File: src/rtl/hp_pkg.sv
// Shared types and constants for the header parser.
// Assumes a byte-wide stream; header lengths are fixed by the graph.
package hp_pkg;

    typedef enum logic [3:0] {
        ST_IDLE, ST_META, ST_INJ, ST_CPU, ST_ETH,
        ST_IPV4, ST_TCP, ST_UDP, ST_DRAIN
    } hp_state_e;

    localparam int unsigned LEN_INJ  = 2;
    localparam int unsigned LEN_CPU  = 2;
    localparam int unsigned LEN_ETH  = 14;
    localparam int unsigned LEN_IPV4 = 20;
    localparam int unsigned LEN_TCP  = 20;
    localparam int unsigned LEN_UDP  = 8;

    localparam int unsigned PROTO_BIT = 72;
    localparam int unsigned FRAG_BIT  = 51;
    localparam int unsigned FRAG_W    = 13;

    localparam logic [15:0] ETYPE_IPV4 = 16'h0800;
    localparam logic [7:0]  PROTO_TCP  = 8'd6;
    localparam logic [7:0]  PROTO_UDP  = 8'd17;

    // Length in bytes of the header a state consumes (1 for non-header states).
    function automatic int unsigned hdr_len(hp_state_e s, int unsigned meta_bytes);
        case (s)
            ST_META: return meta_bytes;
            ST_INJ:  return LEN_INJ;
            ST_CPU:  return LEN_CPU;
            ST_ETH:  return LEN_ETH;
            ST_IPV4: return LEN_IPV4;
            ST_TCP:  return LEN_TCP;
            ST_UDP:  return LEN_UDP;
            default: return 1;
        endcase
    endfunction

    // Validity bit owned by a header state.
    function automatic logic [7:0] vbit(hp_state_e s);
        case (s)
            ST_INJ:  return 8'h01;
            ST_CPU:  return 8'h02;
            ST_ETH:  return 8'h04;
            ST_IPV4: return 8'h08;
            ST_TCP:  return 8'h10;
            ST_UDP:  return 8'h20;
            ST_META: return 8'h40;
            default: return 8'h00;
        endcase
    endfunction

endpackage

File: src/rtl/hp_capture.sv
// Header capture register: shifts in one byte per enabled beat, MSB first.
// Assumes the owner enables it only while its header is on the stream.
// q_next shows the register contents including the byte on din this beat.
module hp_capture #(
    parameter int unsigned BYTES = 2
) (
    input  logic                 clk,
    input  logic                 rst_n,
    input  logic                 en,
    input  logic [7:0]           din,
    output logic [8*BYTES-1:0]   q,
    output logic [8*BYTES-1:0]   q_next
);
    localparam int unsigned W = 8 * BYTES;

    generate
        if (BYTES > 1) begin : g_shift
            assign q_next = {q[W-9:0], din};
        end else begin : g_single
            assign q_next = din;
        end
    endgenerate

    // Load the shifted view on each enabled beat.
    always_ff @(posedge clk) begin
        if (!rst_n) begin
            q <= '0;
        end else if (en) begin
            q <= q_next;
        end
    end

endmodule

File: src/rtl/hp_branch.sv
// Branch decision of the parse graph, evaluated on the beat that completes a header.
// Assumes each *_full input already includes the byte arriving this beat.
// Terminal outcomes are reported as ST_DRAIN.
module hp_branch
    import hp_pkg::*;
#(
    parameter int unsigned META_BYTES   = 16,
    parameter int unsigned SEL_BYTE     = 12,
    parameter int unsigned PORT_BIT_OFS = 7,
    parameter int unsigned PORT_W       = 9,
    parameter int unsigned CPU_PORT     = 320
) (
    input  hp_state_e                    cur,
    input  logic [8*META_BYTES-1:0]      meta_full,
    input  logic [8*LEN_ETH-1:0]         eth_full,
    input  logic [8*LEN_IPV4-1:0]        ipv4_full,
    output hp_state_e                    nxt
);
    localparam int unsigned MW      = 8 * META_BYTES;
    localparam int unsigned IW      = 8 * LEN_IPV4;
    localparam int unsigned SEL_HI  = MW - 1 - 8 * SEL_BYTE;
    localparam int unsigned PORT_HI = MW - 1 - PORT_BIT_OFS;

    logic [7:0]        sel;
    logic [PORT_W-1:0] port;
    logic [15:0]       etype;
    logic [7:0]        proto;
    logic [FRAG_W-1:0] frag;
    logic              unused_bits;

    assign sel   = meta_full[SEL_HI -: 8];
    assign port  = meta_full[PORT_HI -: PORT_W];
    assign etype = eth_full[15:0];
    assign proto = ipv4_full[IW-1-PROTO_BIT -: 8];
    assign frag  = ipv4_full[IW-1-FRAG_BIT -: FRAG_W];
    assign unused_bits = ^{meta_full, eth_full, ipv4_full};

    // Successor of the header that completes this beat.
    always_comb begin
        nxt = ST_DRAIN;
        case (cur)
            ST_META: begin
                if (sel == 8'd0)                     nxt = ST_INJ;
                else if (port == PORT_W'(CPU_PORT))  nxt = ST_CPU;
                else                                 nxt = ST_ETH;
            end
            ST_INJ, ST_CPU: nxt = ST_ETH;
            ST_ETH:  nxt = (etype == ETYPE_IPV4) ? ST_IPV4 : ST_DRAIN;
            ST_IPV4: begin
                if (frag == '0 && proto == PROTO_TCP)      nxt = ST_TCP;
                else if (frag == '0 && proto == PROTO_UDP) nxt = ST_UDP;
                else                                       nxt = ST_DRAIN;
            end
            default: nxt = ST_DRAIN;
        endcase
    end

endmodule

File: src/rtl/hp_walker.sv
// Walk controller: current state, byte index within the header, validity byte,
// header byte count and the done/error pulses.
// Assumes in_sop is only meaningful together with in_valid; a sop restarts the walk.
module hp_walker
    import hp_pkg::*;
#(
    parameter int unsigned META_BYTES = 16,
    parameter int unsigned LEN_W      = 16
) (
    input  logic             clk,
    input  logic             rst_n,
    input  logic             in_valid,
    input  logic             in_sop,
    input  logic             in_eop,
    input  hp_state_e        nxt_state,
    output hp_state_e        cur_state,
    output logic             beat,
    output logic [7:0]       hdr_vld,
    output logic             done,
    output logic             err,
    output logic [LEN_W-1:0] pkt_len
);
    localparam int unsigned MAX_HDR = (META_BYTES > LEN_IPV4) ? META_BYTES : LEN_IPV4;
    localparam int unsigned CNT_W   = $clog2(MAX_HDR);

    hp_state_e        state_q, st_nx;
    logic [CNT_W-1:0] cnt_q, cnt_nx, eff_cnt, last_idx;
    logic [7:0]       vld_q, vld_nx;
    logic [LEN_W-1:0] len_q, len_nx;
    logic             done_q, err_q;
    logic             sop_beat, in_hdr, last, finish, cut;

    // Effective position: a start-of-packet beat always begins the prefix.
    always_comb begin
        sop_beat  = in_valid && in_sop;
        cur_state = sop_beat ? ST_META : state_q;
        eff_cnt   = sop_beat ? '0 : cnt_q;
        in_hdr    = (cur_state != ST_IDLE) && (cur_state != ST_DRAIN);
        beat      = in_valid && in_hdr;
        last_idx  = CNT_W'(hdr_len(cur_state, META_BYTES) - 1);
        last      = beat && (eff_cnt == last_idx);
        finish    = last && (nxt_state == ST_DRAIN);
        cut       = beat && in_eop && !finish;
    end

    // Next walk position, validity byte and byte count.
    always_comb begin
        st_nx  = state_q;
        cnt_nx = cnt_q;
        vld_nx = sop_beat ? 8'h00 : vld_q;
        len_nx = sop_beat ? '0 : len_q;
        if (last) vld_nx = vld_nx | vbit(cur_state);
        if (beat) len_nx = len_nx + 1'b1;
        if (beat) begin
            if (cut) begin
                st_nx  = ST_IDLE;
                cnt_nx = '0;
            end else if (finish) begin
                st_nx  = in_eop ? ST_IDLE : ST_DRAIN;
                cnt_nx = '0;
            end else if (last) begin
                st_nx  = nxt_state;
                cnt_nx = '0;
            end else begin
                st_nx  = cur_state;
                cnt_nx = eff_cnt + 1'b1;
            end
        end else if (in_valid && in_eop && state_q == ST_DRAIN) begin
            st_nx = ST_IDLE;
        end
    end

    // Register the walk and the result pulses.
    always_ff @(posedge clk) begin
        if (!rst_n) begin
            state_q <= ST_IDLE;
            cnt_q   <= '0;
            vld_q   <= '0;
            len_q   <= '0;
            done_q  <= 1'b0;
            err_q   <= 1'b0;
        end else begin
            state_q <= st_nx;
            cnt_q   <= cnt_nx;
            vld_q   <= vld_nx;
            len_q   <= len_nx;
            done_q  <= finish || cut;
            err_q   <= cut;
        end
    end

    assign hdr_vld = vld_q;
    assign done    = done_q;
    assign err     = err_q;
    assign pkt_len = len_q;

    assert_hold_stall_R9: assert property (@(posedge clk) disable iff (!rst_n)
        !in_valid |=> ($stable(state_q) && $stable(cnt_q)));

    assert_done_pulse_R7: assert property (@(posedge clk) disable iff (!rst_n)
        done_q |=> !done_q);

    assert_err_with_done_R8: assert property (@(posedge clk) disable iff (!rst_n)
        err_q |-> done_q);

    assert_one_transport_R5: assert property (@(posedge clk) disable iff (!rst_n)
        $onehot0(vld_q[5:4]) && (!(vld_q[4] || vld_q[5]) || vld_q[3]));

    assert_one_pre_eth_R3: assert property (@(posedge clk) disable iff (!rst_n)
        $onehot0(vld_q[1:0]));

    assert_eth_after_prefix_R2: assert property (@(posedge clk) disable iff (!rst_n)
        vld_q[2] |-> vld_q[6]);

    generate
        if (META_BYTES > 1) begin : g_sop_chk
            assert_sop_clears_R10: assert property (@(posedge clk) disable iff (!rst_n)
                (in_valid && in_sop) |=> (vld_q == 8'h00));
        end
    endgenerate

endmodule

File: src/rtl/hp_parser.sv
// Top of the header parser: walk controller, branch logic and one capture
// register per header. Assumes a byte-wide stream with a metadata prefix
// at the head of every packet.
module hp_parser
    import hp_pkg::*;
#(
    parameter int unsigned META_BYTES   = 16,
    parameter int unsigned SEL_BYTE     = 12,
    parameter int unsigned PORT_BIT_OFS = 7,
    parameter int unsigned PORT_W       = 9,
    parameter int unsigned CPU_PORT     = 320,
    parameter int unsigned LEN_W        = 16
) (
    input  logic                     clk,
    input  logic                     rst_n,
    input  logic                     in_valid,
    input  logic                     in_sop,
    input  logic                     in_eop,
    input  logic [7:0]               in_byte,
    output logic [7:0]               hdr_vld,
    output logic [8*LEN_INJ-1:0]     hdr_inj,
    output logic [8*LEN_CPU-1:0]     hdr_cpu,
    output logic [8*LEN_ETH-1:0]     hdr_eth,
    output logic [8*LEN_IPV4-1:0]    hdr_ipv4,
    output logic [8*LEN_TCP-1:0]     hdr_tcp,
    output logic [8*LEN_UDP-1:0]     hdr_udp,
    output logic                     done,
    output logic                     parse_err,
    output logic [LEN_W-1:0]         parse_len
);
    hp_state_e cur_state, nxt_state;
    logic      beat;

    logic [8*META_BYTES-1:0] meta_q, meta_nx;
    logic [8*LEN_INJ-1:0]    inj_nx;
    logic [8*LEN_CPU-1:0]    cpu_nx;
    logic [8*LEN_ETH-1:0]    eth_nx;
    logic [8*LEN_IPV4-1:0]   ipv4_nx;
    logic [8*LEN_TCP-1:0]    tcp_nx;
    logic [8*LEN_UDP-1:0]    udp_nx;
    logic                    unused_tail;

    assign unused_tail = ^{meta_q, inj_nx, cpu_nx, tcp_nx, udp_nx};

    hp_walker #(.META_BYTES(META_BYTES), .LEN_W(LEN_W)) u_walk (
        .clk(clk), .rst_n(rst_n),
        .in_valid(in_valid), .in_sop(in_sop), .in_eop(in_eop),
        .nxt_state(nxt_state), .cur_state(cur_state), .beat(beat),
        .hdr_vld(hdr_vld), .done(done), .err(parse_err), .pkt_len(parse_len)
    );

    hp_branch #(
        .META_BYTES(META_BYTES), .SEL_BYTE(SEL_BYTE), .PORT_BIT_OFS(PORT_BIT_OFS),
        .PORT_W(PORT_W), .CPU_PORT(CPU_PORT)
    ) u_branch (
        .cur(cur_state), .meta_full(meta_nx), .eth_full(eth_nx),
        .ipv4_full(ipv4_nx), .nxt(nxt_state)
    );

    hp_capture #(.BYTES(META_BYTES)) u_cap_meta (
        .clk(clk), .rst_n(rst_n), .en(beat && cur_state == ST_META),
        .din(in_byte), .q(meta_q), .q_next(meta_nx));

    hp_capture #(.BYTES(LEN_INJ)) u_cap_inj (
        .clk(clk), .rst_n(rst_n), .en(beat && cur_state == ST_INJ),
        .din(in_byte), .q(hdr_inj), .q_next(inj_nx));

    hp_capture #(.BYTES(LEN_CPU)) u_cap_cpu (
        .clk(clk), .rst_n(rst_n), .en(beat && cur_state == ST_CPU),
        .din(in_byte), .q(hdr_cpu), .q_next(cpu_nx));

    hp_capture #(.BYTES(LEN_ETH)) u_cap_eth (
        .clk(clk), .rst_n(rst_n), .en(beat && cur_state == ST_ETH),
        .din(in_byte), .q(hdr_eth), .q_next(eth_nx));

    hp_capture #(.BYTES(LEN_IPV4)) u_cap_ipv4 (
        .clk(clk), .rst_n(rst_n), .en(beat && cur_state == ST_IPV4),
        .din(in_byte), .q(hdr_ipv4), .q_next(ipv4_nx));

    hp_capture #(.BYTES(LEN_TCP)) u_cap_tcp (
        .clk(clk), .rst_n(rst_n), .en(beat && cur_state == ST_TCP),
        .din(in_byte), .q(hdr_tcp), .q_next(tcp_nx));

    hp_capture #(.BYTES(LEN_UDP)) u_cap_udp (
        .clk(clk), .rst_n(rst_n), .en(beat && cur_state == ST_UDP),
        .din(in_byte), .q(hdr_udp), .q_next(udp_nx));

endmodule

File: config.mk
export PLATFORM = sky130hd
export DESIGN_NAME = hp_parser
export DESIGN_NICKNAME = d
export VERILOG_FILES = /design/src/rtl/hp_pkg.sv /design/src/rtl/hp_capture.sv /design/src/rtl/hp_branch.sv /design/src/rtl/hp_walker.sv /design/src/rtl/hp_parser.sv
export SDC_FILE = /design/constraint.sdc
export NUM_CORES = 1
export LEC_CHECK = 0
export BUFFER_PORTS_ARGS = -buffer_cell sky130_fd_sc_hd__buf_2
export CORE_ASPECT_RATIO = 0.75
export CORE_MARGIN = 2
export CORE_UTILIZATION = 35
export DETAILED_ROUTE_END_ITERATION = 7
export SLEW_MARGIN = 40
export SYNTH_ARGS = -nofsm -noshare
export SYNTH_HDL_FRONTEND = slang
export SYNTH_SLANG_ARGS = --single-unit
File: constraint.sdc
create_clock -name clk -period 4.4 [get_ports clk]
set_clock_uncertainty 0.2 [all_clocks]
set_input_delay 0.44 -clock clk [delete_from_list [all_inputs] [get_ports clk]]
set_output_delay 0.44 -clock clk [all_outputs]
set_load 0.05 [all_outputs]
# Word level (Yosys, flattened, before mapping)
# Cells that the tools add are included.
# classes
n_addsub,3
mul,0
n_div,0
order_cmp,0
eq_ne,15
shifts,0
n_mux,24
n_bitwise,1
n_reduce_logical,26
# op_table
op,count
$pmux 7 s7,1
$mux 4,11
$mux 16,2
$pmux 5 s5,1
$mux 8,3
$mux 5,4
$logic_and 1x1->1,18
$add 16x1->16 const B,1
$eq 16x12->1 const B,1
$eq 4x3->1 const B,4
$pmux 4 s4,1
$logic_not 13->1,1
$eq 9x9->1 const B,1
$eq 4x2->1 const B,2
$eq 4x4->1 const B,2
$eq 8x3->1 const B,1
$eq 8x5->1 const B,1
$logic_not 8->1,1
$or 8x8->8,1
$add 5x1->5 const B,1
$eq 5x5->1,1
$sub 5x1->5 const B,1
$eq 4x1->1 const B,1
$ne 4x4->1 const B,1
other kinds (6),7
# word_totals
ff_bits,676
latch_bits,0
ram_bits,0
rom_bits,0
in_bits,13
out_inout_bits,554
elab_cells,82
mem_count,0

# Longest topological paths before layout
# Gate-level depths: netlist (run 1).
# logic_depth
depth_word,13
mapped_depth,10
depth_no_buf,8

# Cells and area by module
# From an unflattened synthesis (run 1), not the netlist that was laid out.
# hier_totals
cells_unflattened,3043
hier_area_um2,32232.2
# modules_own_cells
module,instances,cells_each,area_per_inst_um2,seq_area_each_um2
hp_capture (u_cap_ipv4 ...),2,675,7289.5,3203.1
hp_capture (u_cap_meta),1,540,5929.4,2562.5
hp_capture (u_cap_eth),1,473,5161.2,2242.2
hp_capture (u_cap_udp),1,270,2931.6,1281.2
hp_walker,1,225,1848.0,680.7
hp_capture (u_cap_cpu ...),2,67,735.7,320.3
hp_branch,1,39,251.5,0.0
hp_parser,1,12,60.1,0.0

# Least setup slack after synthesis (run 1)
# Ideal clock, no wire load.
# synth_path
path_type,input to register
start,input port in_sop
end,register u_walk.cnt_q[4]
setup_ps,70
arrival_time_ps,2122
t_required_ps,4130
slack_ps,2008
path_stages,8
n_path_buf,1
cell_sequence,buf_2 and2_1 nor2_1 a41oi_2 xnor2_1 o21a_4 or4b_1 a21oi_1
# synth_between
elab_chain_len,12
word_cells_on_any_way,30
cone_classes,add/sub: 2; eq/ne: 10; mux: 7; reduce/logical: 11
# synth_lines
item,line_no,text
from (decl),hp_parser.sv:17,"input logic in_sop,"
$logic_and 1x1->1 *,hp_walker.sv:35,sop_beat = in_valid && in_sop;
$mux 4,hp_walker.sv:36,cur_state = sop_beat ? ST_META : state_q;
"$eq 4x3->1, or another cell as far along","hp_pkg.sv:27, hp_branch.sv:41",
$reduce_or 2->1 (no source line),--,
$pmux 5 s5,hp_pkg.sv:27,case (s)
$sub 5x1->5,hp_walker.sv:40,"last_idx = CNT_W'(hdr_len(cur_state, META_BYTES) - 1);"
$eq 5x5->1,hp_walker.sv:41,last = beat && (eff_cnt == last_idx);
$logic_and 1x1->1,hp_walker.sv:41,
$logic_and 1x1->1,hp_walker.sv:42,finish = last && (nxt_state == ST_DRAIN);
$logic_not 1->1,hp_walker.sv:43,cut = beat && in_eop && !finish;
$logic_and 1x1->1,hp_walker.sv:43,
$mux 5,hp_walker.sv:55,if (cut) begin
to (signal assigned),hp_walker.sv:84,cnt_q <= cnt_nx;
to (decl),hp_walker.sv:27,"logic [CNT_W-1:0] cnt_q, cnt_nx, eff_cnt, last_idx;"
# Mark *: on every way between the ends. The rest lies on a longest branch, timed or not.
# A chain may end at the register's enable or synchronous reset.

# Worst setup path in the final report (run 1)
# layout_path
start,register u_walk.state_q[0]
end,register u_cap_meta.q[62]
# layout_between
elab_chain_len,5
word_cells_on_any_way,7
cone_classes,eq/ne: 2; mux: 1; reduce/logical: 4
# layout_lines
item,line_no,text
from (decl),hp_walker.sv:26,"hp_state_e state_q, st_nx;"
from (signal assigned),hp_walker.sv:83,state_q <= st_nx;
$mux 4 *,hp_walker.sv:36,
$ne 4x4->1 / $reduce_bool 4->1 (equally long branches),hp_walker.sv:38,in_hdr = (cur_state != ST_IDLE) && (cur_state != ST_DRAIN);
$logic_and 1x1->1,hp_walker.sv:38,
$logic_and 1x1->1,hp_walker.sv:39,beat = in_valid && in_hdr;
$logic_and 1x1->1 *,hp_parser.sv:61,".clk(clk), .rst_n(rst_n), .en(beat && cur_state == ST_META),"
to (signal assigned),hp_capture.sv:29,q <= q_next;
to (decl),hp_capture.sv:11,"output logic [8*BYTES-1:0] q,"
# Marks and branches as above.

==> flow_metrics.env, run 1 <==
export IMPL_status="finished clean"
export IMPL_synth_compound_area_frac=0.150
export IMPL_worstHoldStart="in_byte[7]"
export IMPL_synth_top_family_by_area="simple AND/OR/NAND/NOR gates"
export IMPL_syn_area_per_cell_um2=7.84
export IMPL_synth_cells=3052
export IMPL_maxCapViolCount=0
export IMPL_clock_tree_root_cell="clkbuf_16"
export IMPL_drive_gt1_frac=0.204
export IMPL_setup_violations=0
export IMPL_worstPathRequired_ns=4.73
export IMPL_place_hpwl_mm=51.0
export IMPL_dp_slack_ns=1.14
export IMPL_htreeDepth=3
export IMPL_synth_most_common_cell="nand2_1"
export IMPL_place_gp_congestion=0.817
export IMPL_grt_antenna_before_repair=0
export IMPL_vias_per_cell=4.84
export IMPL_die_width_um=306
export IMPL_synthSimpleGateAreaFrac=0.232
export IMPL_ant_nets=0
export IMPL_antenna_cells=0
export IMPL_cp_max_fo=90
export IMPL_synth_top_cell_by_area="dfxtp_1"
export IMPL_rsz0062_at_grt="false"
export IMPL_yosysSeqAreaShare=0.565
export IMPL_grt_pass1_vias=19260
export IMPL_yosys_area_share_xor_xnor=0.00695
export IMPL_p_total_w=0.0123
export IMPL_dp_cells=4295
export IMPL_clkSinkCount=675
export IMPL_netlist_area_mm2=0.0239
export IMPL_nets=3500
export IMPL_dieArea_mm2=0.0705
export IMPL_tightestPinTransition_ns=0.866
export IMPL_wl_per_cell_um=17.3
export IMPL_clkTransAtPathRegs_ns=0.06
export IMPL_layout_setup_ws_ns=1.25
export IMPL_power_density_mw_per_mm2=413
export IMPL_ys_top_cells_by_count="nand2_1 (1285), dfxtp_1 (675), a21oi_1 (650)"
export IMPL_mappedNetlistNets=3067
export IMPL_crit_arrival_ns=3.48
export IMPL_muxShareOfSynthArea=0.00376
export IMPL_synth_warning_count=0
export IMPL_grt_max_degree=162
export IMPL_firstDrtPassIters=5
export IMPL_port_buffers=565
export IMPL_die_h_um=230
export IMPL_endpoint_kind="flip-flop"
export IMPL_drc=0
export IMPL_slew_limit_headroom=0.421
export IMPL_reg2reg_from="u_walk.state_q[0]$_SDFFE_PN0P_"
export IMPL_synth_edff_count=0
export IMPL_fillCellCount=6853
export IMPL_ys_async_sr_fraction=0
export IMPL_coreArea_mm2=0.0672
export IMPL_clockBufferDepth=3
export IMPL_fin_crit_sh=0.717
export IMPL_multi_input_area_mm2=0.00950
export IMPL_cts_buffers=68
export IMPL_first_iter_violations=1872
export IMPL_seqCellArea_mm2=0.0135
export IMPL_grt_pass1_wl_mm=116
export IMPL_grt_use_total=0.207
export IMPL_holdCritPathClass="primary input to flip-flop"
export IMPL_final_cells=4416
export IMPL_synth_top_area_frac=0.565
export IMPL_start_kind="flip-flop"
export IMPL_wirelength_mm=76.6
export IMPL_fin_setup_tns_ns=0
export IMPL_maxSlewViolCount=0
export IMPL_gr_total_overflow=0
export IMPL_start_util=0.356
export IMPL_p_leak_nw=11.6
export IMPL_cp_startpoint="u_walk.state_q[0]$_SDFFE_PN0P_"
export IMPL_netlist_top_cells_area="dfxtp_1 (56%), nand2_1 (20%), a21oi_1 (14%), clkbuf_1 (2.7%), buf_2 (0.77%)"
export IMPL_hold_viol=0
export IMPL_clk_insertion_delay_late_ns=0.62
export IMPL_layout_min_cycle_time_ns=3.15
export IMPL_syn_to_final_growth_pct=23.9
export IMPL_synth_main_ff_cell="dfxtp_1"
export IMPL_tritoncts="done"
export IMPL_vias=21394
export IMPL_synth_fa_ha_area_frac=0.00105
export IMPL_num_io_pins=567
export IMPL_peakVddDrop_v=0.000305
export IMPL_synth_cell_types=62
export IMPL_rows=82
export IMPL_ys_ff_latch=675
export IMPL_fmax_mhz=317
export IMPL_worst_setup_path_type="flip-flop to flip-flop"
[cell usage in the layout (no fill, tap or decap), drive strengths merged, types with 3 or more instances in the layout]
master and n:
o21ai 6, a22oi 7, clkinv 10, or3 4
mux2i 9, nor4b 3, and2 4, nor2 46
inv 9, xnor2 7, nand4 9, nand2b 4
and3 3, nor4 14, dfxtp 675, a31oi 4
nand2 1286, clkbuf 102, a21oi 651, nand3 19
xor2 12, bufinv 3, buf 596, nor2b 3
nor3 6
[per-stage QoR]
stage	instance area (um2)	hold WS (ns)	util
after CTS	29600	0.00513	0.441
after detailed placement	27300	0.241	0.407
after global routing	29600	0.0215	0.441
after global placement	27300	0.239	0.407
final	29600	0.0357	0.441
after floorplan	23900	0.232	-
[report_power, final]
group          leakage, nW  total [W]  switching (W)  internal (W)
logic                 5.04   0.000230       0.000195     0.0000343
clock network         1.11    0.00591        0.00248       0.00343
registers             5.43    0.00612     0.00000411       0.00611
[final timing paths]
check                                                     end  slack, ns  depth (start not counted)
worst max register to register  u_cap_meta.q[62]$_SDFFE_PN0P_       1.25                          8
worst max-delay path            u_cap_meta.q[62]$_SDFFE_PN0P_       1.25                          8
worst min register to register  u_cap_meta.q[37]$_SDFFE_PN0P_       0.24                          2
worst min-delay path              u_cap_udp.q[7]$_SDFFE_PN0P_       0.04                          3
[cells by family after synthesis]
logic type / after synthesis
XOR/XNOR: 19
AND/OR/NAND/NOR: 1414
buffers and inverters: 241
multiplexers: 9
other: 1
flip-flops: 675
AO/OA/AOI/OAI: 691
adder cells (fa/ha/maj): 2
[critical path: stages, from the launching register on]
cell     delay (ns)
dfxtp_1        0.75
inv_2          0.21
nor2_1         0.15
buf_4          0.24
a21oi_1        0.24
nor2_4         0.54
buf_12         0.38
nand2_1        0.13
a21oi_1        0.13
[final cells by class]
cell class / count / share of cell area
sequential: 675 / 0.456
multi-input combinational: 2136 / 0.320
timing repair buffer: 597 / 0.109
clock buffer: 102 / 0.0696
tap: 882 / 0.0372
clock inverter: 17 / 0.00658
inverter: 7 / 0.00114
[metal layers]
layer / up-vias / track usage / routed length (um)
met2: 578 / 0.313 / 34000
met4: 0 / 0.0628 / 1910
li1: 10792 / - / -
met1: 9916 / 0.282 / 34800
met5: - / 0 / 0
met3: 108 / 0.0652 / 5820
[repair_timing]
item	in CTS	in global routing
endpoints found under the hold margin	3	0
hold buffers	1	0
buffers inserted	0	0
resized for setup	0	0
[sequential cells by signal, summed over array words and instances, names as in the netlist]
| name | flops |
|---|---|
| u_walk.hdr_vld | 7 |
| u_walk.pkt_len | 16 |
| u_cap_inj.q | 16 |
| u_cap_meta.q | 113 |
| u_cap_eth.q | 112 |
| u_cap_ipv4.q | 160 |
| u_cap_tcp.q | 160 |
| u_walk.cnt_q | 5 |
| u_walk.done | 1 |
| u_walk.state_q | 4 |
| u_cap_cpu.q | 16 |
| u_walk.err | 1 |
| u_cap_udp.q | 64 |
Power figures use the tool's default switching activity.
==> run 2: changes to the inputs <==
==> constraint.sdc (replaced) <==
create_clock -name clk -period 3.15 [get_ports clk]
set_clock_uncertainty 0.2 [all_clocks]
set_input_delay 0.315 -clock clk [delete_from_list [all_inputs] [get_ports clk]]
set_output_delay 0.315 -clock clk [all_outputs]
set_load 0.05 [all_outputs]
==> run 2 against run 1 <==
  * Combinational power rose by 56%
  * Critical path depth fell by 2
  * Global-route usage rose by 0.37 points
  * Setup slack got worse by 0.81 ns
  * Core utilization rose by 0.91 points
  * Clock power rose by 51%
  * Cell count rose by 1.1%
  * Largest power group is now the clock network
==> flow_metrics.env, run 2 (synthesized netlist as in run 1, its figures left out) <==
export IMPL_endpoint_kind="flip-flop"
export IMPL_gr_total_overflow=0
export IMPL_setup_violations=0
export IMPL_grt_pass1_wl_mm=118
export IMPL_start_util=0.356
export IMPL_vias=21788
export IMPL_rows=82
export IMPL_cp_max_fo=41
export IMPL_cp_startpoint="u_walk.state_q[1]$_SDFFE_PN0P_"
export IMPL_die_h_um=230
export IMPL_final_common_cell="nand2_1"
export IMPL_nets=3540
export IMPL_cp_endpoint="u_cap_meta.q[42]$_SDFFE_PN0P_"
export IMPL_route_met2_wl_mm=34.7
export IMPL_wirelength_mm=77.6
export IMPL_rsz0062_at_grt="false"
export IMPL_crit_reg2reg_capture="u_cap_meta.q[42]$_SDFFE_PN0P_"
export IMPL_htreeDepth=3
export IMPL_status="finished clean"
export IMPL_grt_use_total=0.211
export IMPL_place_hpwl_mm=52.3
export IMPL_final_cell_mix="nand2_1 (1285), dfxtp_1 (675), a21oi_1 (650), buf_2 (565), clkbuf_16 (71)"
export IMPL_worst_setup_path_type="flip-flop to flip-flop"
export IMPL_holdCritPathClass="flip-flop to flip-flop"
export IMPL_tritoncts="done"
export IMPL_syn_to_final_growth_pct=26.4
export IMPL_maxCapViolCount=0
export IMPL_wl_per_cell_um=17.4
export IMPL_fin_setup_tns_ns=0
export IMPL_reg2reg_from="u_walk.state_q[1]$_SDFFE_PN0P_"
export IMPL_hold_path_depth=2
export IMPL_crit_arrival_ns=3.04
export IMPL_first_iter_violations=1986
export IMPL_wl_met1_mm=35.1
export IMPL_drive_gt1_frac=0.212
export IMPL_worstPathRequired_ns=3.48
export IMPL_hold_viol=0
export IMPL_ant_nets=0
export IMPL_firstDrtPassIters=5
export IMPL_regToRegSetupSlack_ns=0.44
export IMPL_coreArea_mm2=0.0672
export IMPL_drc=0
export IMPL_routed_top_layer="met5"
export IMPL_maxSlewViolCount=0
export IMPL_fmax_mhz=369
export IMPL_grt_antenna_before_repair=1
export IMPL_slew_limit_headroom=0.428
export IMPL_num_io_pins=567
export IMPL_clock_tree_root_cell="clkbuf_16"
export IMPL_power_density_mw_per_mm2=590
export IMPL_clk_insertion_delay_late_ns=0.63
export IMPL_grt_pass1_vias=19811
export IMPL_top_regs="u_cap_ipv4.q (160), u_cap_tcp.q (160), u_cap_meta.q (113)"
export IMPL_place_gp_congestion=0.840
export IMPL_cts_resized=0
export IMPL_layout_min_cycle_time_ns=2.71
export IMPL_vias_per_cell=4.88
export IMPL_p_total_w=0.0178
export IMPL_die_width_um=306
export IMPL_port_buffers=565
export IMPL_clkTransAtPathRegs_ns=0.06
export IMPL_start_kind="flip-flop"
export IMPL_peakVddDrop_v=0.000384
export IMPL_clkSinkCount=675
export IMPL_r2r_cells=6
export IMPL_p_leak_nw=11.9
export IMPL_dieArea_mm2=0.0705
export IMPL_grt_max_degree=161
export IMPL_clockBufferDepth=3
export IMPL_cts_buffers=71
export IMPL_wl_met3_mm=5.56
export IMPL_fin_crit_sh=0.861
export IMPL_tightestPinTransition_ns=0.856
[run 2: worst min path at each step]
stage,from,to,slack [ns]
finish,u_cap_meta.q[95]$_SDFFE_PN0P_,u_cap_meta.q[103]$_SDFFE_PN0P_,0.24
global route,u_cap_meta.q[57]$_SDFFE_PN0P_,u_cap_meta.q[65]$_SDFFE_PN0P_,0.26
CTS,u_cap_meta.q[25]$_SDFFE_PN0P_,u_cap_meta.q[33]$_SDFFE_PN0P_,0.24
detailed placement,u_cap_meta.q[42]$_SDFFE_PN0P_,u_cap_meta.q[50]$_SDFFE_PN0P_,0.24
global placement,u_cap_tcp.q[152]$_SDFFE_PN0P_,u_cap_tcp.q[152]$_SDFFE_PN0P_,0.24
floorplan,in_eop,u_walk.cnt_q[2]$_SDFFE_PN0P_,0.23
[run 2: cell type report]
| type | instances | area (um2) |
|---|---|---|
| Fill cell | 6844 | 36900 |
| Sequential cell | 675 | 13500 |
| Antenna cell | 1 | 2.50 |
| Inverter | 7 | 33.8 |
| Multi-Input combinational cell | 2136 | 9490 |
| Clock buffer | 99 | 2020 |
| Timing Repair Buffer | 634 | 3600 |
| Tap cell | 882 | 1100 |
| Clock inverter | 30 | 489 |
[run 2: layer usage]
metal | vias up | track usage
met5 | - | 0
met3 | 131 | 0.0549
met2 | 661 | 0.323
met1 | 10112 | 0.288
li1 | 10882 | -
met4 | 2 | 0.0704
[run 2: worst max-delay path, stage by stage, from the launching register on]
cell,delay (ns)
dfxtp_1,0.65
nor2_1,0.20
a21oi_1,0.49
nand2b_4,0.53
buf_4,0.34
nand2_1,0.08
a21oi_1,0.14
[run 2: through the flow]
step,utilization,instance area [um2],hold slack [ns],cells,setup slack (ns)
after floorplan,-,23900,0.229,3052,0.883
after global placement,0.411,27600,0.238,4322,0.517
after detailed placement,0.411,27600,0.242,4322,0.500
after CTS,0.450,30300,0.239,4463,0.464
after global routing,0.450,30300,0.260,4463,0.205
final,0.450,30300,0.242,4464,0.439
[run 2: power by group]
part | total, W | switching, W | internal (W)
sequential | 0.00855 | 0.00000566 | 0.00854
combinational | 0.000359 | 0.000280 | 0.0000794
clock | 0.00893 | 0.00363 | 0.00530
[run 2: timing repair]
item	in CTS	in global routing
hold buffers	12	0
buffers inserted	0	0
endpoints found under the hold margin	65	0
==> run 3: changes to the inputs <==
--- a/config.mk
+++ b/config.mk
@@ -6,7 +6,7 @@
 export NUM_CORES = 1
 export LEC_CHECK = 0
 export BUFFER_PORTS_ARGS = -buffer_cell sky130_fd_sc_hd__buf_2
-export CORE_ASPECT_RATIO = 0.75
+export CORE_ASPECT_RATIO = 1.2
 export CORE_MARGIN = 2
 export CORE_UTILIZATION = 35
 export DETAILED_ROUTE_END_ITERATION = 7
==> run 3 against run 2 <==
  * Combinational power decreased by 4%
  * Power fell by 2.7%
  * Maximum frequency fell by 10%
  * Critical path type unchanged
  * Hold slack worse by 0.17 ns
  * Sequential power is essentially flat
  * Via count is 0.85% lower
  * Flip-flop and latch count unchanged
  * Clock power is 5.2% lower
  * Critical endpoint is now u_walk.state_q[3]$_SDFFE_PN0P_
  * Sequential share of layout area is 0.26 points higher
  * Core utilization down 0.82 points
  * Highest routed layer unchanged
==> flow_metrics.env, run 3 (synthesized netlist as in run 1, its figures left out) <==
export IMPL_power_density_mw_per_mm2=577
export IMPL_fmax_mhz=332
export IMPL_worstPathRequired_ns=3.42
export IMPL_drc=0
export IMPL_ant_nets=0
export IMPL_start_kind="flip-flop"
export IMPL_p_total_w=0.0174
export IMPL_tritoncts="done"
export IMPL_rows=105
export IMPL_cts_buffers=71
export IMPL_endpoint_kind="flip-flop"
export IMPL_grt_antenna_before_repair=2
export IMPL_crit_arrival_ns=3.28
export IMPL_drive_gt1_frac=0.208
export IMPL_vias=21602
export IMPL_cp_max_fo=9
export IMPL_firstDrtPassIters=6
export IMPL_layout_min_cycle_time_ns=3.01
export IMPL_wirelength_mm=75.4
export IMPL_dp_slack_ns=0.549
export IMPL_fin_setup_tns_ns=0
export IMPL_final_common_cell="nand2_1"
export IMPL_worst_path_max_delay_cell="dlygate4sd3_1"
export IMPL_hold_viol=0
export IMPL_first_iter_violations=1544
export IMPL_syn_to_final_growth_pct=25.7
export IMPL_place_gp_congestion=0.870
export IMPL_start_util=0.352
export IMPL_whs_ns=0.0700
export IMPL_rsz0062_at_grt="false"
export IMPL_place_hpwl_mm=51.3
export IMPL_wl_per_cell_um=16.9
export IMPL_top_regs="u_cap_ipv4.q (160), u_cap_tcp.q (160), u_cap_meta.q (113)"
export IMPL_gr_total_overflow=0
export IMPL_slew_limit_headroom=0.399
export IMPL_vias_per_cell=4.83
export IMPL_p_leak_nw=11.8
export IMPL_slowest_delay_ns=0.55
export IMPL_fin_crit_sh=0.956
export IMPL_coreArea_mm2=0.0681
export IMPL_holdCritPathClass="primary input to flip-flop"
export IMPL_grt_max_degree=161
export IMPL_clk_insertion_delay_late_ns=0.62
export IMPL_status="finished clean"
export IMPL_antenna_cells=0
export IMPL_setup_violations=0
export IMPL_final_cell_mix="nand2_1 (1285), dfxtp_1 (675), a21oi_1 (650), buf_2 (565), clkbuf_16 (72)"
export IMPL_clkSinkCount=675
export IMPL_grt_pass1_vias=19869
export IMPL_num_io_pins=567
export IMPL_peakVddDrop_v=0.000566
export IMPL_fin_util=0.442
export IMPL_clock_tree_root_cell="clkbuf_16"
export IMPL_maxCapViolCount=0
export IMPL_grt_pass1_wl_mm=116
export IMPL_worst_setup_path_type="flip-flop to flip-flop"
export IMPL_dieArea_mm2=0.0705
export IMPL_grt_use_total=0.205
export IMPL_path_cells="buf_4 -> and2b_4 -> a311o_1 -> a31oi_1 -> nor4_2 -> nor3b_1 -> o31a_1 -> dlygate4sd3_1 -> o32ai_1"
export IMPL_die_h_um=290
export IMPL_clockBufferDepth=3
export IMPL_clkTransAtPathRegs_ns=0.05
export IMPL_maxSlewViolCount=0
export IMPL_port_buffers=565
export IMPL_htreeDepth=3
export IMPL_die_width_um=243
export IMPL_layout_setup_ws_ns=0.139
export IMPL_tightestPinTransition_ns=0.901
export IMPL_nets=3529
-- run 3: changes by cell type in the layout (fill, tap and decap cells not counted), moves of 2 or more --
cell / delta
clkinv_2: +2
bufinv_16: -5
buf_4: -12
clkbuf_1: +2
clkinv_8: +2
-- run 3: area by class of cell --
type,instances,area [um2]
Fill cell,7042,38000
Sequential cell,675,13500
Multi-Input combinational cell,2136,9490
Timing Repair Buffer,623,3530
Clock buffer,101,2040
Tap cell,909,1140
Clock inverter,25,337
Inverter,7,33.8
-- run 3: per-layer routing --
layer	vias to the layer above	GRT usage	wire length, um
met2	640	0.343	36400
met1	10011	0.253	31200
li1	10826	-	-
met3	123	0.0545	5540
met5	-	0	13
met4	2	0.0738	2320
-- run 3: critical path: cells and delay by family (launching register included) --
family / cells / cell delay, ns
and+or+nand+nor: 3 / 0.97
buffers and inverters: 2 / 0.78
AOI/OAI and AO/OA: 4 / 0.46
DFF: 1 / 0.46
-- run 3: final timing paths --
kind / end / from / cells after the start / slack [ns]
max: u_walk.state_q[3]$_SDFFE_PN0P_ / u_walk.state_q[2]$_SDFFE_PN0P_ / 9 / 0.14
min: u_walk.state_q[2]$_SDFFE_PN0P_ / in_sop / 4 / 0.07
max reg2reg: u_walk.state_q[3]$_SDFFE_PN0P_ / u_walk.state_q[2]$_SDFFE_PN0P_ / 9 / 0.14
min reg2reg: u_cap_meta.q[56]$_SDFFE_PN0P_ / u_cap_meta.q[48]$_SDFFE_PN0P_ / 2 / 0.23
-- run 3: where the power goes --
| group | switching [W] | leakage, nW | internal, W | total (W) |
|---|---|---|---|---|
| sequential | 0.00000617 | 5.43 | 0.00854 | 0.00855 |
| combinational | 0.000270 | 5.17 | 0.0000768 | 0.000346 |
| clock | 0.00357 | 1.16 | 0.00490 | 0.00847 |
-- run 3: metrics by stage --
stage,cell area [um2],cells
6_report,30100,4476
3_5_place_dp,27600,4338
3_3_place_gp,27600,4338
5_1_grt,30100,4476
2_1_floorplan,23900,3052
4_1_cts,30100,4476
-- run 3: repair_timing --
item,4_1_cts,5_1_grt
hold buffers,12,0
gates resized for setup,0,0
buffers inserted,0,0
endpoints found under the hold margin,64,0
